--- config.mk ---
export PLATFORM = sky130hd
export DESIGN_NAME = jtag_ir_dr_core
export DESIGN_NICKNAME = d
export VERILOG_FILES = /design/src/rtl/jtag_ir_pkg.sv /design/src/rtl/jtag_scan_chain.sv /design/src/rtl/jtag_ir_decode.sv /design/src/rtl/jtag_tdo_stage.sv /design/src/rtl/jtag_ir_dr_core.sv
export SDC_FILE = /design/constraint.sdc
export NUM_CORES = 1
export LEC_CHECK = 0
export BUFFER_PORTS_ARGS = -buffer_cell sky130_fd_sc_hd__buf_4
export CORE_MARGIN = 1.5
export CORE_UTILIZATION = 58
export CTS_CLUSTER_SIZE = 25
export DETAILED_ROUTE_END_ITERATION = 10
export PLACE_DENSITY = 0.8
export SYNTH_ARGS = -nofsm -noshare
export SYNTH_HDL_FRONTEND = slang
export SYNTH_SLANG_ARGS = --single-unit
--- constraint.sdc ---
create_clock -name tck -period 2.6 [get_ports tck]
set_clock_uncertainty 0.2 [all_clocks]
set_input_delay 0 -clock tck [delete_from_list [all_inputs] [get_ports tck]]
set_output_delay 0 -clock tck [all_outputs]
set_load 0.05 [all_outputs]
--- src/rtl/jtag_ir_pkg.sv ---
package jtag_ir_pkg;
   localparam int IR_W = 8;

   localparam logic [IR_W-1:0] OP_PIN_DRIVE  = 8'h00;
   localparam logic [IR_W-1:0] OP_PIN_SAMPLE = 8'h01;
   localparam logic [IR_W-1:0] OP_CORE_TEST  = 8'h02;
   localparam logic [IR_W-1:0] OP_CFG_ENABLE = 8'hE8;
   localparam logic [IR_W-1:0] OP_PROG       = 8'hEA;
   localparam logic [IR_W-1:0] OP_PROG_INC   = 8'hEB;
   localparam logic [IR_W-1:0] OP_ERASE      = 8'hEC;
   localparam logic [IR_W-1:0] OP_BULK_ERASE = 8'hED;
   localparam logic [IR_W-1:0] OP_VERIFY     = 8'hEE;
   localparam logic [IR_W-1:0] OP_VERIFY_INC = 8'hEF;
   localparam logic [IR_W-1:0] OP_RELOAD     = 8'hF0;
   localparam logic [IR_W-1:0] OP_OUTS_OFF   = 8'hFC;
   localparam logic [IR_W-1:0] OP_USER_WORD  = 8'hFD;
   localparam logic [IR_W-1:0] OP_IDENT      = 8'hFE;
   localparam logic [IR_W-1:0] OP_BYPASS     = 8'hFF;

   typedef enum logic [2:0] {
      SEL_BYPASS, SEL_IDENT, SEL_USER, SEL_BOUNDARY,
      SEL_ISC_EN, SEL_ISC_CFG, SEL_ISC_DAT
   } dr_sel_e;

   typedef enum logic [2:0] {
      FOP_ERASE    = 3'd0,
      FOP_BULK     = 3'd1,
      FOP_PROG     = 3'd2,
      FOP_PROG_INC = 3'd3,
      FOP_VERIFY   = 3'd4,
      FOP_VER_INC  = 3'd5
   } flash_op_e;

   typedef struct packed {
      dr_sel_e   sel;
      logic      pins_drive;
      logic      core_drive;
      logic      out_hiz;
      logic      reload;
      logic      flash_ok;
      flash_op_e fop;
   } ir_dec_t;
endpackage

--- src/rtl/jtag_scan_chain.sv ---
module jtag_scan_chain #(
   parameter int W = 8
) (
   input  logic         tck,
   input  logic         trst_n,
   input  logic         cap,
   input  logic         shf,
   input  logic         tdi,
   input  logic [W-1:0] cap_val,
   output logic [W-1:0] sr
);
   generate
      if (W == 1) begin : g_single
         always_ff @(posedge tck or negedge trst_n) begin
            if (!trst_n)  sr <= '0;
            else if (cap) sr <= cap_val;
            else if (shf) sr <= tdi;
         end
      end else begin : g_multi
         always_ff @(posedge tck or negedge trst_n) begin
            if (!trst_n)  sr <= '0;
            else if (cap) sr <= cap_val;
            else if (shf) sr <= {tdi, sr[W-1:1]};
         end
      end
   endgenerate
endmodule

--- src/rtl/jtag_ir_decode.sv ---
module jtag_ir_decode
   import jtag_ir_pkg::*;
(
   input  logic [IR_W-1:0] ir,
   output ir_dec_t         dec
);
   always_comb begin
      dec = '{sel: SEL_BYPASS, pins_drive: 1'b0, core_drive: 1'b0,
              out_hiz: 1'b0, reload: 1'b0, flash_ok: 1'b0, fop: FOP_ERASE};
      case (ir)
         OP_PIN_DRIVE:  begin dec.sel = SEL_BOUNDARY; dec.pins_drive = 1'b1; end
         OP_PIN_SAMPLE: dec.sel = SEL_BOUNDARY;
         OP_CORE_TEST:  begin dec.sel = SEL_BOUNDARY; dec.core_drive = 1'b1; end
         OP_IDENT:      dec.sel = SEL_IDENT;
         OP_USER_WORD:  dec.sel = SEL_USER;
         OP_OUTS_OFF:   dec.out_hiz = 1'b1;
         OP_RELOAD:     dec.reload = 1'b1;
         OP_CFG_ENABLE: dec.sel = SEL_ISC_EN;
         OP_ERASE:      begin dec.sel = SEL_ISC_CFG; dec.flash_ok = 1'b1; dec.fop = FOP_ERASE;    end
         OP_BULK_ERASE: begin dec.sel = SEL_ISC_CFG; dec.flash_ok = 1'b1; dec.fop = FOP_BULK;     end
         OP_PROG:       begin dec.sel = SEL_ISC_CFG; dec.flash_ok = 1'b1; dec.fop = FOP_PROG;     end
         OP_VERIFY:     begin dec.sel = SEL_ISC_CFG; dec.flash_ok = 1'b1; dec.fop = FOP_VERIFY;   end
         OP_PROG_INC:   begin dec.sel = SEL_ISC_DAT; dec.flash_ok = 1'b1; dec.fop = FOP_PROG_INC; end
         OP_VERIFY_INC: begin dec.sel = SEL_ISC_DAT; dec.flash_ok = 1'b1; dec.fop = FOP_VER_INC;  end
         default:       dec.sel = SEL_BYPASS;
      endcase
   end
endmodule

--- src/rtl/jtag_tdo_stage.sv ---
module jtag_tdo_stage (
   input  logic tck,
   input  logic trst_n,
   input  logic shift_ir,
   input  logic shift_dr,
   input  logic ir_bit,
   input  logic dr_bit,
   output logic tdo,
   output logic tdo_en
);
   always_ff @(negedge tck or negedge trst_n) begin
      if (!trst_n) begin
         tdo    <= 1'b0;
         tdo_en <= 1'b0;
      end else begin
         tdo_en <= shift_ir | shift_dr;
         tdo    <= shift_ir ? ir_bit : (shift_dr ? dr_bit : 1'b0);
      end
   end
endmodule

--- src/rtl/jtag_ir_dr_core.sv ---
module jtag_ir_dr_core
   import jtag_ir_pkg::*;
#(
   parameter int                ID_W       = 32,
   parameter logic [ID_W-1:0]   IDENT_WORD = 32'h2950_8093,
   parameter int                STAT_W     = 3,
   parameter int                EN_LEN     = 12,
   parameter int                CFG_LEN    = 27,
   parameter int                DAT_LEN    = 10
) (
   input  logic               tck,
   input  logic               trst_n,
   input  logic               tdi,
   input  logic               capture_ir,
   input  logic               shift_ir,
   input  logic               update_ir,
   input  logic               capture_dr,
   input  logic               shift_dr,
   input  logic               update_dr,
   input  logic [STAT_W-1:0]  isc_status,
   input  logic [ID_W-1:0]    usercode_i,
   input  logic               bsr_so,
   output logic               tdo,
   output logic               tdo_en,
   output logic               bsr_sel,
   output logic               pins_drive,
   output logic               core_drive,
   output logic               pins_hiz,
   output logic               cfg_reload,
   output logic               flash_go,
   output logic [2:0]         flash_op,
   output logic [EN_LEN-1:0]  isc_en_q,
   output logic [CFG_LEN-1:0] isc_cfg_q,
   output logic [DAT_LEN-1:0] isc_dat_q
);
   localparam int PAD_W = IR_W - STAT_W - 2;

   generate
      if (PAD_W < 0) begin : g_bad_stat
         $error("status field does not fit the instruction capture pattern");
      end
      if (EN_LEN < 1 || CFG_LEN < 1 || DAT_LEN < 1 || ID_W < 1) begin : g_bad_len
         $error("register lengths must be positive");
      end
   endgenerate

   logic [IR_W-1:0]    ir_q;
   logic [IR_W-1:0]    ir_sr;
   logic               byp_sr;
   logic [ID_W-1:0]    id_sr;
   logic [ID_W-1:0]    usr_sr;
   logic [EN_LEN-1:0]  en_sr;
   logic [CFG_LEN-1:0] cfg_sr;
   logic [DAT_LEN-1:0] dat_sr;
   ir_dec_t            dec;
   logic               dr_bit;
   logic [IR_W-1:0]    ir_cap;

   assign ir_cap = {{PAD_W{1'b0}}, isc_status, 2'b01};

   jtag_ir_decode u_dec (.ir(ir_q), .dec(dec));

   jtag_scan_chain #(.W(IR_W)) u_ir_chain (
      .tck, .trst_n, .cap(capture_ir), .shf(shift_ir), .tdi,
      .cap_val(ir_cap), .sr(ir_sr));

   always_ff @(posedge tck or negedge trst_n) begin
      if (!trst_n)        ir_q <= OP_IDENT;
      else if (update_ir) ir_q <= ir_sr;
   end

   jtag_scan_chain #(.W(1)) u_byp (
      .tck, .trst_n, .cap(capture_dr && dec.sel == SEL_BYPASS),
      .shf(shift_dr && dec.sel == SEL_BYPASS), .tdi, .cap_val(1'b0), .sr(byp_sr));

   jtag_scan_chain #(.W(ID_W)) u_ident (
      .tck, .trst_n, .cap(capture_dr && dec.sel == SEL_IDENT),
      .shf(shift_dr && dec.sel == SEL_IDENT), .tdi, .cap_val(IDENT_WORD), .sr(id_sr));

   jtag_scan_chain #(.W(ID_W)) u_user (
      .tck, .trst_n, .cap(capture_dr && dec.sel == SEL_USER),
      .shf(shift_dr && dec.sel == SEL_USER), .tdi, .cap_val(usercode_i), .sr(usr_sr));

   jtag_scan_chain #(.W(EN_LEN)) u_isc_en (
      .tck, .trst_n, .cap(capture_dr && dec.sel == SEL_ISC_EN),
      .shf(shift_dr && dec.sel == SEL_ISC_EN), .tdi, .cap_val(isc_en_q), .sr(en_sr));

   jtag_scan_chain #(.W(CFG_LEN)) u_isc_cfg (
      .tck, .trst_n, .cap(capture_dr && dec.sel == SEL_ISC_CFG),
      .shf(shift_dr && dec.sel == SEL_ISC_CFG), .tdi, .cap_val(isc_cfg_q), .sr(cfg_sr));

   jtag_scan_chain #(.W(DAT_LEN)) u_isc_dat (
      .tck, .trst_n, .cap(capture_dr && dec.sel == SEL_ISC_DAT),
      .shf(shift_dr && dec.sel == SEL_ISC_DAT), .tdi, .cap_val(isc_dat_q), .sr(dat_sr));

   always_ff @(posedge tck or negedge trst_n) begin
      if (!trst_n) begin
         isc_en_q  <= '0;
         isc_cfg_q <= '0;
         isc_dat_q <= '0;
         flash_go  <= 1'b0;
         flash_op  <= 3'd0;
      end else begin
         flash_go <= update_dr & dec.flash_ok;
         if (update_dr) begin
            if (dec.sel == SEL_ISC_EN)  isc_en_q  <= en_sr;
            if (dec.sel == SEL_ISC_CFG) isc_cfg_q <= cfg_sr;
            if (dec.sel == SEL_ISC_DAT) isc_dat_q <= dat_sr;
            if (dec.flash_ok)           flash_op  <= dec.fop;
         end
      end
   end

   always_comb begin
      case (dec.sel)
         SEL_IDENT:    dr_bit = id_sr[0];
         SEL_USER:     dr_bit = usr_sr[0];
         SEL_BOUNDARY: dr_bit = bsr_so;
         SEL_ISC_EN:   dr_bit = en_sr[0];
         SEL_ISC_CFG:  dr_bit = cfg_sr[0];
         SEL_ISC_DAT:  dr_bit = dat_sr[0];
         default:      dr_bit = byp_sr;
      endcase
   end

   jtag_tdo_stage u_tdo (
      .tck, .trst_n, .shift_ir, .shift_dr, .ir_bit(ir_sr[0]), .dr_bit,
      .tdo, .tdo_en);

   assign bsr_sel    = (dec.sel == SEL_BOUNDARY);
   assign pins_drive = dec.pins_drive;
   assign core_drive = dec.core_drive;
   assign pins_hiz   = dec.out_hiz;
   assign cfg_reload = dec.reload;
endmodule

==> results.py, run 1 <==
metrics = {
    "power_and_ir_drop": {
        "internal_power_mw": 4.69,
        "switching_share_pct": 22.7,
        "p_seq_share_pct": 48.9,
        "vdd_drop_max_v": 0.000460,
        "pwr-share-clk_pct": 42.0,
        "static-leakage-power_nw": 4.97,
        "switchingPower_mw": 1.38,
        "p_comb_share_pct": 9.1,
        "power.density_mw_per_mm2": 580,
    },
    "detailed_routing": {
        "dr_wl_met2_um": 9870,
        "post_drt_wl_per_cell_um": 18.0,
        "drcViolationCount": 0,
        "met1_length_um": 8440,
        "drt-pass1-iter-count": 4,
        "met3WireLength_um": 1070,
        "wirelength_um": 19800,
        "ant_nets": 0,
        "viasPerCell": 5.99,
        "routed.top_layer": "met4",
        "detail_route.iter0.violations": 553,
        "vias": 6585,
    },
    "clocking": {
        "cts_sinks": 185,
        "clk_pin_slew_ns": 0.06,
        "clockRootBuffer": "clkbuf_16",
        "clk_latency_ns": 0.43,
        "cts_tree": "yes",
        "clock_path_buffers": 2,
        "cts_buffers": 17,
        "htreeDepth": 4,
    },
    "worst_setup_path": {
        "endpoint": "u_tdo.tdo",
        "worstPathMaxFanout": 5,
        "r2r-start": "ir_q[1]",
        "cp-start-kind": "flip-flop",
        "crit_required_ns": 1.34,
        "worst-setup-path-type": "flip-flop to flip-flop",
        "reg2regPathDepth": 5,
        "r2r-end": "u_tdo.tdo",
        "worstSetupStartpoint": "ir_q[1]",
        "worst_path_dominant_cell_family": "flip-flops",
        "path_buf_inv": 0,
        "regToRegSetupSlack_ns": -0.44,
        "cp.depth": 5,
        "crit_arrival_ns": 1.78,
        "cp_cell_sequence": "nand2b_4, nand2_2, a32o_2, a221oi_2, a211oi_1",
        "cp-end-kind": "flip-flop",
        "crit_path_max_incr_delay_ns": 0.58,
        "cp_slowest_cell": "dfstp_2",
    },
    "sta": {
        "worst_slack_ns": -0.437,
        "slew_viol_final": 0,
        "rsz0062_at_grt": "yes",
        "setup_violations": 1,
        "worst-slew-pin-transition_ns": 0.885,
        "max-slew-margin-rel_pct": 41.0,
        "finalSetupTns_ns": -0.437,
        "hold_viol": 0,
        "hold_ws_ns": 0.150,
    },
    "global_routing": {
        "gr-usage-all-layers_pct": 28.9,
        "grt_pass1_vias": 6476,
        "grt_overflow_total": 0,
        "antenna_found_initial": 0,
        "grt_max_degree": 173,
        "grt_pass1_wl_um": 32700,
    },
    "job": {
        "max_cap_viol_count": 0,
    },
    "logic_synthesis": {
        "synth.top_cell.area_share_pct": 54.8,
        "syn_area_mm2": 0.00804,
        "synth.largest_area_cell": "dfrtp_1",
        "synth.avg_cell_area_um2": 10.9,
        "synth.distinct_cells": 55,
        "async_reset_ff_share_pct": 100,
        "synth_seq_area_share_pct": 57.7,
        "synth_commonest_cells": "dfrtp_1, nand2_1, o22ai_1, mux2_2, o21ai_0",
        "synthFlopType": "dfrtp_1",
        "synth_edf_count": 0,
        "syn-num-nets": 780,
        "yosysMostFrequentCell": "dfrtp_1",
        "synth_area_leaders": "dfrtp_1, mux2_2, o22ai_1, nand2_1, o21ai_2",
        "ys.warnings.count": 0,
        "ys_seq_elements": 185,
        "synth_cells": 735,
    },
    "place": {
        "hpwl_um": 12000,
        "portBuffers": 104,
        "gp_congestion": 0.896,
    },
    "hold_path": {
        "hold_class": "input port to flip-flop",
    },
    "die": {
        "io_pins": 105,
        "start_util_pct": 60.0,
        "num_rows": 42,
        "dieArea_mm2": 0.0146,
        "coreArea_mm2": 0.0134,
        "chipWidth_um": 121,
        "die_y_um": 121,
    },
    "final_layout": {
        "multi_input_area_mm2": 0.00320,
        "final_nets": 958,
        "regArea_mm2": 0.00464,
        "area_delta_synth_final_pct": 30.0,
        "diodes": 0,
        "num-fill-cells": 839,
        "drive_gt1_share_pct": 34.0,
    },
    "run_status": {
        "status": "finished, violations left",
        "violations": "negative setup slack",
    },
}
## registers in the layout, indices dropped and copies added (netlist names)
name	cells
u_byp.sr	1
isc_dat_q	10
u_isc_dat.sr	10
u_user.sr	32
u_tdo.tdo	1
flash_go	1
isc_cfg_q	27
u_isc_cfg.sr	27
u_tdo.tdo_en	1
ir_q	8
isc_en_q	12
flash_op	3
u_ident.sr	32
u_isc_en.sr	12
u_ir_chain.sr	8
## kinds of logic after synthesis
| group | count (synthesis) | synth area share [%] |
|---|---|---|
| flops | 185 | 57.7 |
| mux | 64 | 8.84 |
| simple gates | 201 | 11.5 |
| buf+inv | 60 | 3.92 |
| compound gates | 225 | 18.0 |
## cells in the final DEF (no fill, tap or decap), types with 2 or more instances in the layout
cell,count
buf_12,4
dfrtp_1,175
nor2b_1,2
dfstp_2,7
o21ai_1,3
mux2_2,56
nor3_1,4
mux2i_1,8
inv_1,5
a22oi_1,16
a31oi_1,4
o22ai_1,87
clkinvlp_4,3
o21ai_0,42
clkinv_2,4
dlygate4sd3_1,51
nand2b_4,2
and2_1,2
a21oi_1,28
nand2_1,131
o21ai_2,30
nand3b_1,3
a2bb2oi_1,3
buf_6,4
nand3_1,23
nand2_2,3
buf_4,153
clkbuf_16,17
dfrtn_1,2
clkbuf_8,4
nor2_2,2
bufinv_16,2
nor2_1,9
nand3_4,2
nand4_1,2
## cell type report
type,count,area share (%)
well taps,176,2.11
clock buffers,22,4.63
flip-flops and latches,185,44.4
clock inverters,8,0.910
inverters,7,0.287
repair buffers,212,17.1
multi-input cells,490,30.6
## power by group through the flow
| stage | combinational, mW | clock [mW] | sequential [mW] |
|---|---|---|---|
| after CTS | 0.541 | 2.58 | 2.96 |
| after floorplan | 0.186 | 0 | 3.02 |
| final | 0.552 | 2.55 | 2.96 |
| after global placement | 0.416 | 0 | 3.01 |
| after detailed placement | 0.427 | 0 | 3.01 |
| after global routing | 0.596 | 2.70 | 2.97 |
## metal layers
metal / GRT usage, % / up-vias
met5: 0 / -
met1: 39.3 / 3318
met4: 10.5 / 0
met2: 46.0 / 191
li1: - / 3045
met3: 6.46 / 31
## worst min-delay path, stage by stage
cell and delay [ns]:
dlygate4sd3_1 0.52, buf_4 0.16, nor2_1 0.06
## how the worst min path moves through the flow
stage	from	to	slack (ns)	cells past startpoint
floorplan	trst_n	flash_go	-0.50	0
global placement	trst_n	u_ident.sr[0]	-0.36	1
finish	capture_ir	u_ir_chain.sr[5]	0.15	3
global route	capture_ir	u_ir_chain.sr[7]	0.16	3
CTS	capture_ir	u_ir_chain.sr[5]	0.15	3
detailed placement	trst_n	u_isc_dat.sr[0]	-0.36	1
## per-stage QoR
step | total power, mW | setup WS [ns] | util, % | area, µm² | cells
final | 6.06 | -0.437 | 78.0 | 10500 | 1100
after global routing | 6.26 | -0.483 | 78.0 | 10500 | 1100
after CTS | 6.09 | -0.397 | 77.8 | 10400 | 1098
after detailed placement | 3.44 | -0.463 | 68.7 | 9200 | 1011
after global placement | 3.43 | -0.436 | 68.7 | 9200 | 1011
after floorplan | 3.20 | -0.547 | - | 8070 | 735
## repair_timing
action | 4_1_cts | 5_1_grt
buffers inserted | 6 | 2
hold buffers | 51 | 0
endpoints found under the setup margin | 1 | 2
cloned | 0 | 0
gates resized for setup | 17 | 4
endpoints found under the hold margin | 256 | 0
pin swaps | 9 | 2
No activity file was read; power rests on OpenSTA's default activity.
==> run 2, diff against run 1 <==
==> constraint.sdc (replaced) <==
create_clock -name tck -period 2.6 [get_ports tck]
set_clock_uncertainty 0.2 [all_clocks]
set_input_delay 0 -clock tck [delete_from_list [all_inputs] [get_ports tck]]
set_output_delay 0 -clock tck [all_outputs]
set_load 0.02 [all_outputs]
==> run 2 against run 1 <==
  * The flow still finishes with violations (negative setup slack)
  * Core utilization down 0.35 points
  * Register-to-register slack worse by 0.03 ns
  * Non-clock buffer count up 1
  * Total power down 1.2%
  * Combinational power down 7.1%
  * Via count down 0.49%
  * Cell area down 0.44%
  * Die area unchanged
  * Critical path depth unchanged
  * Sequential share of layout area up 0.19 points
  * Critical path type unchanged
  * Highest routed layer unchanged
==> results.py, run 2 (synthesis gave the netlist of run 1 again) <==
metrics = {
    "die": {
        "coreArea_mm2": 0.0134,
        "start_util_pct": 60.0,
        "num_rows": 42,
        "dieArea_mm2": 0.0146,
        "io_pins": 105,
        "chipWidth_um": 121,
        "die_y_um": 121,
    },
    "worst_setup_path": {
        "r2r-start": "ir_q[1]",
        "worstPathMaxFanout": 6,
        "worst-setup-path-type": "flip-flop to flip-flop",
        "cp-start-kind": "flip-flop",
        "crit_path_max_incr_delay_ns": 0.58,
        "crit_required_ns": 1.34,
        "r2r-end": "u_tdo.tdo",
        "reg2regPathDepth": 5,
        "cp_cell_sequence": "nand2b_4, nand2_2, a32o_1, a221oi_2, a211oi_2",
        "path_buf_inv": 0,
        "cp-end-kind": "flip-flop",
        "crit_arrival_ns": 1.80,
        "cp_slowest_cell": "dfstp_2",
        "worst_path_dominant_cell_family": "flip-flops",
        "regToRegSetupSlack_ns": -0.46,
    },
    "final_layout": {
        "fin_cells": 1102,
        "drive_gt1_share_pct": 33.2,
        "area_delta_synth_final_pct": 29.4,
        "final_common_cell": "dfrtp_1",
        "num-fill-cells": 844,
        "final_cell_mix": "dfrtp_1, buf_4, nand2_1",
        "diodes": 0,
        "finish.utilization_pct": 77.6,
        "reg_top3": "u_ident.sr (32), u_user.sr (32)",
        "design_area_mm2": 0.0104,
        "final_nets": 959,
    },
    "power_and_ir_drop": {
        "switching_share_pct": 22.2,
        "switchingPower_mw": 1.33,
        "internal_power_mw": 4.66,
        "p_seq_share_pct": 49.5,
        "vdd_drop_max_v": 0.000535,
        "p_comb_share_pct": 8.6,
        "static-leakage-power_nw": 4.94,
        "pwr-share-clk_pct": 41.9,
        "power.total_mw": 5.99,
        "power.density_mw_per_mm2": 576,
    },
    "global_routing": {
        "grt_overflow_total": 0,
        "antenna_found_initial": 0,
        "grt_pass1_wl_um": 32400,
        "gr-usage-all-layers_pct": 28.5,
        "grt_max_degree": 142,
        "grt_pass1_vias": 6555,
    },
    "hold_path": {
        "hold_class": "input port to flip-flop",
        "hold_end": "u_ir_chain.sr[7]",
        "hold_start": "capture_ir",
        "hold_depth": 3,
    },
    "clocking": {
        "htreeDepth": 4,
        "clock_path_buffers": 2,
        "clk_latency_ns": 0.43,
        "cts_buffers": 17,
        "cts_tree": "yes",
        "clockRootBuffer": "clkbuf_16",
        "clk_pin_slew_ns": 0.06,
        "cts_sinks": 185,
    },
    "sta": {
        "worst-slew-pin-transition_ns": 0.748,
        "worst_slack_ns": -0.462,
        "finalSetupTns_ns": -0.462,
        "setup_violations": 1,
        "hold_viol": 0,
        "slew_viol_final": 0,
        "max-slew-margin-rel_pct": 49.8,
        "hold_ws_ns": 0.170,
        "rsz0062_at_grt": "yes",
    },
    "place": {
        "portBuffers": 104,
        "hpwl_um": 12100,
        "dp_worst_setup_slack_ns": -0.479,
        "gp_congestion": 0.915,
        "dp.cells": 1013,
        "place_area_mm2": 0.00919,
    },
    "detailed_routing": {
        "post_drt_wl_per_cell_um": 18.1,
        "drt-pass1-iter-count": 5,
        "ant_nets": 0,
        "detail_route.iter0.violations": 625,
        "vias": 6553,
        "wirelength_um": 19900,
        "drcViolationCount": 0,
        "viasPerCell": 5.95,
    },
    "run_status": {
        "violations": "negative setup slack",
        "status": "finished, violations left",
    },
    "job": {
        "max_cap_viol_count": 0,
    },
}
==> run 2: cell count changes in the layout (fill, tap and decap cells not counted), moves of 2 or more <==
cell      delta
buf_6        -3
o21ai_2      -2
o21ai_1      +2
clkinv_2     -2
clkbuf_1     +3
buf_4        +3
==> run 2: power groups by stage <==
stage	Clock (mW)	Combinational, mW	Sequential (mW)
after CTS	2.55	0.499	2.97
final	2.51	0.513	2.97
after global placement	0	0.394	3.01
after floorplan	0	0.172	3.01
after global routing	2.65	0.556	2.97
after detailed placement	0	0.404	3.02
==> run 2: worst max path at each step <==
stage,start,end,slack (ns),depth (start not counted)
finish,ir_q[1],u_tdo.tdo,-0.46,5
global route,ir_q[1],u_tdo.tdo,-0.51,5
CTS,ir_q[4],u_tdo.tdo,-0.40,5
detailed placement,ir_q[1],u_tdo.tdo,-0.48,5
global placement,ir_q[1],u_tdo.tdo,-0.47,5
floorplan,ir_q[4],u_tdo.tdo,-0.46,6
==> run 2: layout make-up <==
cell class	count	area [µm²]	share of cell area, %
Inverter	7	26.3	0.253
Clock buffer	24	482	4.63
Tap cell	176	220	2.12
Multi-Input combinational cell	490	3160	30.4
Clock inverter	7	92.6	0.890
Sequential cell	185	4640	44.6
Timing Repair Buffer	213	1780	17.1
==> run 2: what timing repair did <==
item                                   in CTS  in global routing
setup endpoints to repair                   1                  1
endpoints found under the hold margin     254                  0
pin swaps                                   5                  2
setup buffers                               3                  2
resized for setup                           9                  3
hold buffers                               53                  0
==> run 2: tightest hold or removal path: cells and delay by family <==
kind | cells | cell delay, ns
buf+inv | 2 | 0.70
simple gates | 1 | 0.06
==> run 2: per-layer routing <==
metal  track usage [%]  wire length (µm)  up-vias  share of wire, %
met2              46.3              9990      217                50
met1              38.0              8310     3265                42
li1                  -                 -     3027                 -
met3              5.47              1090       44               5.5
met4              11.8               506        0               2.5
met5                 0                 0        -                 0
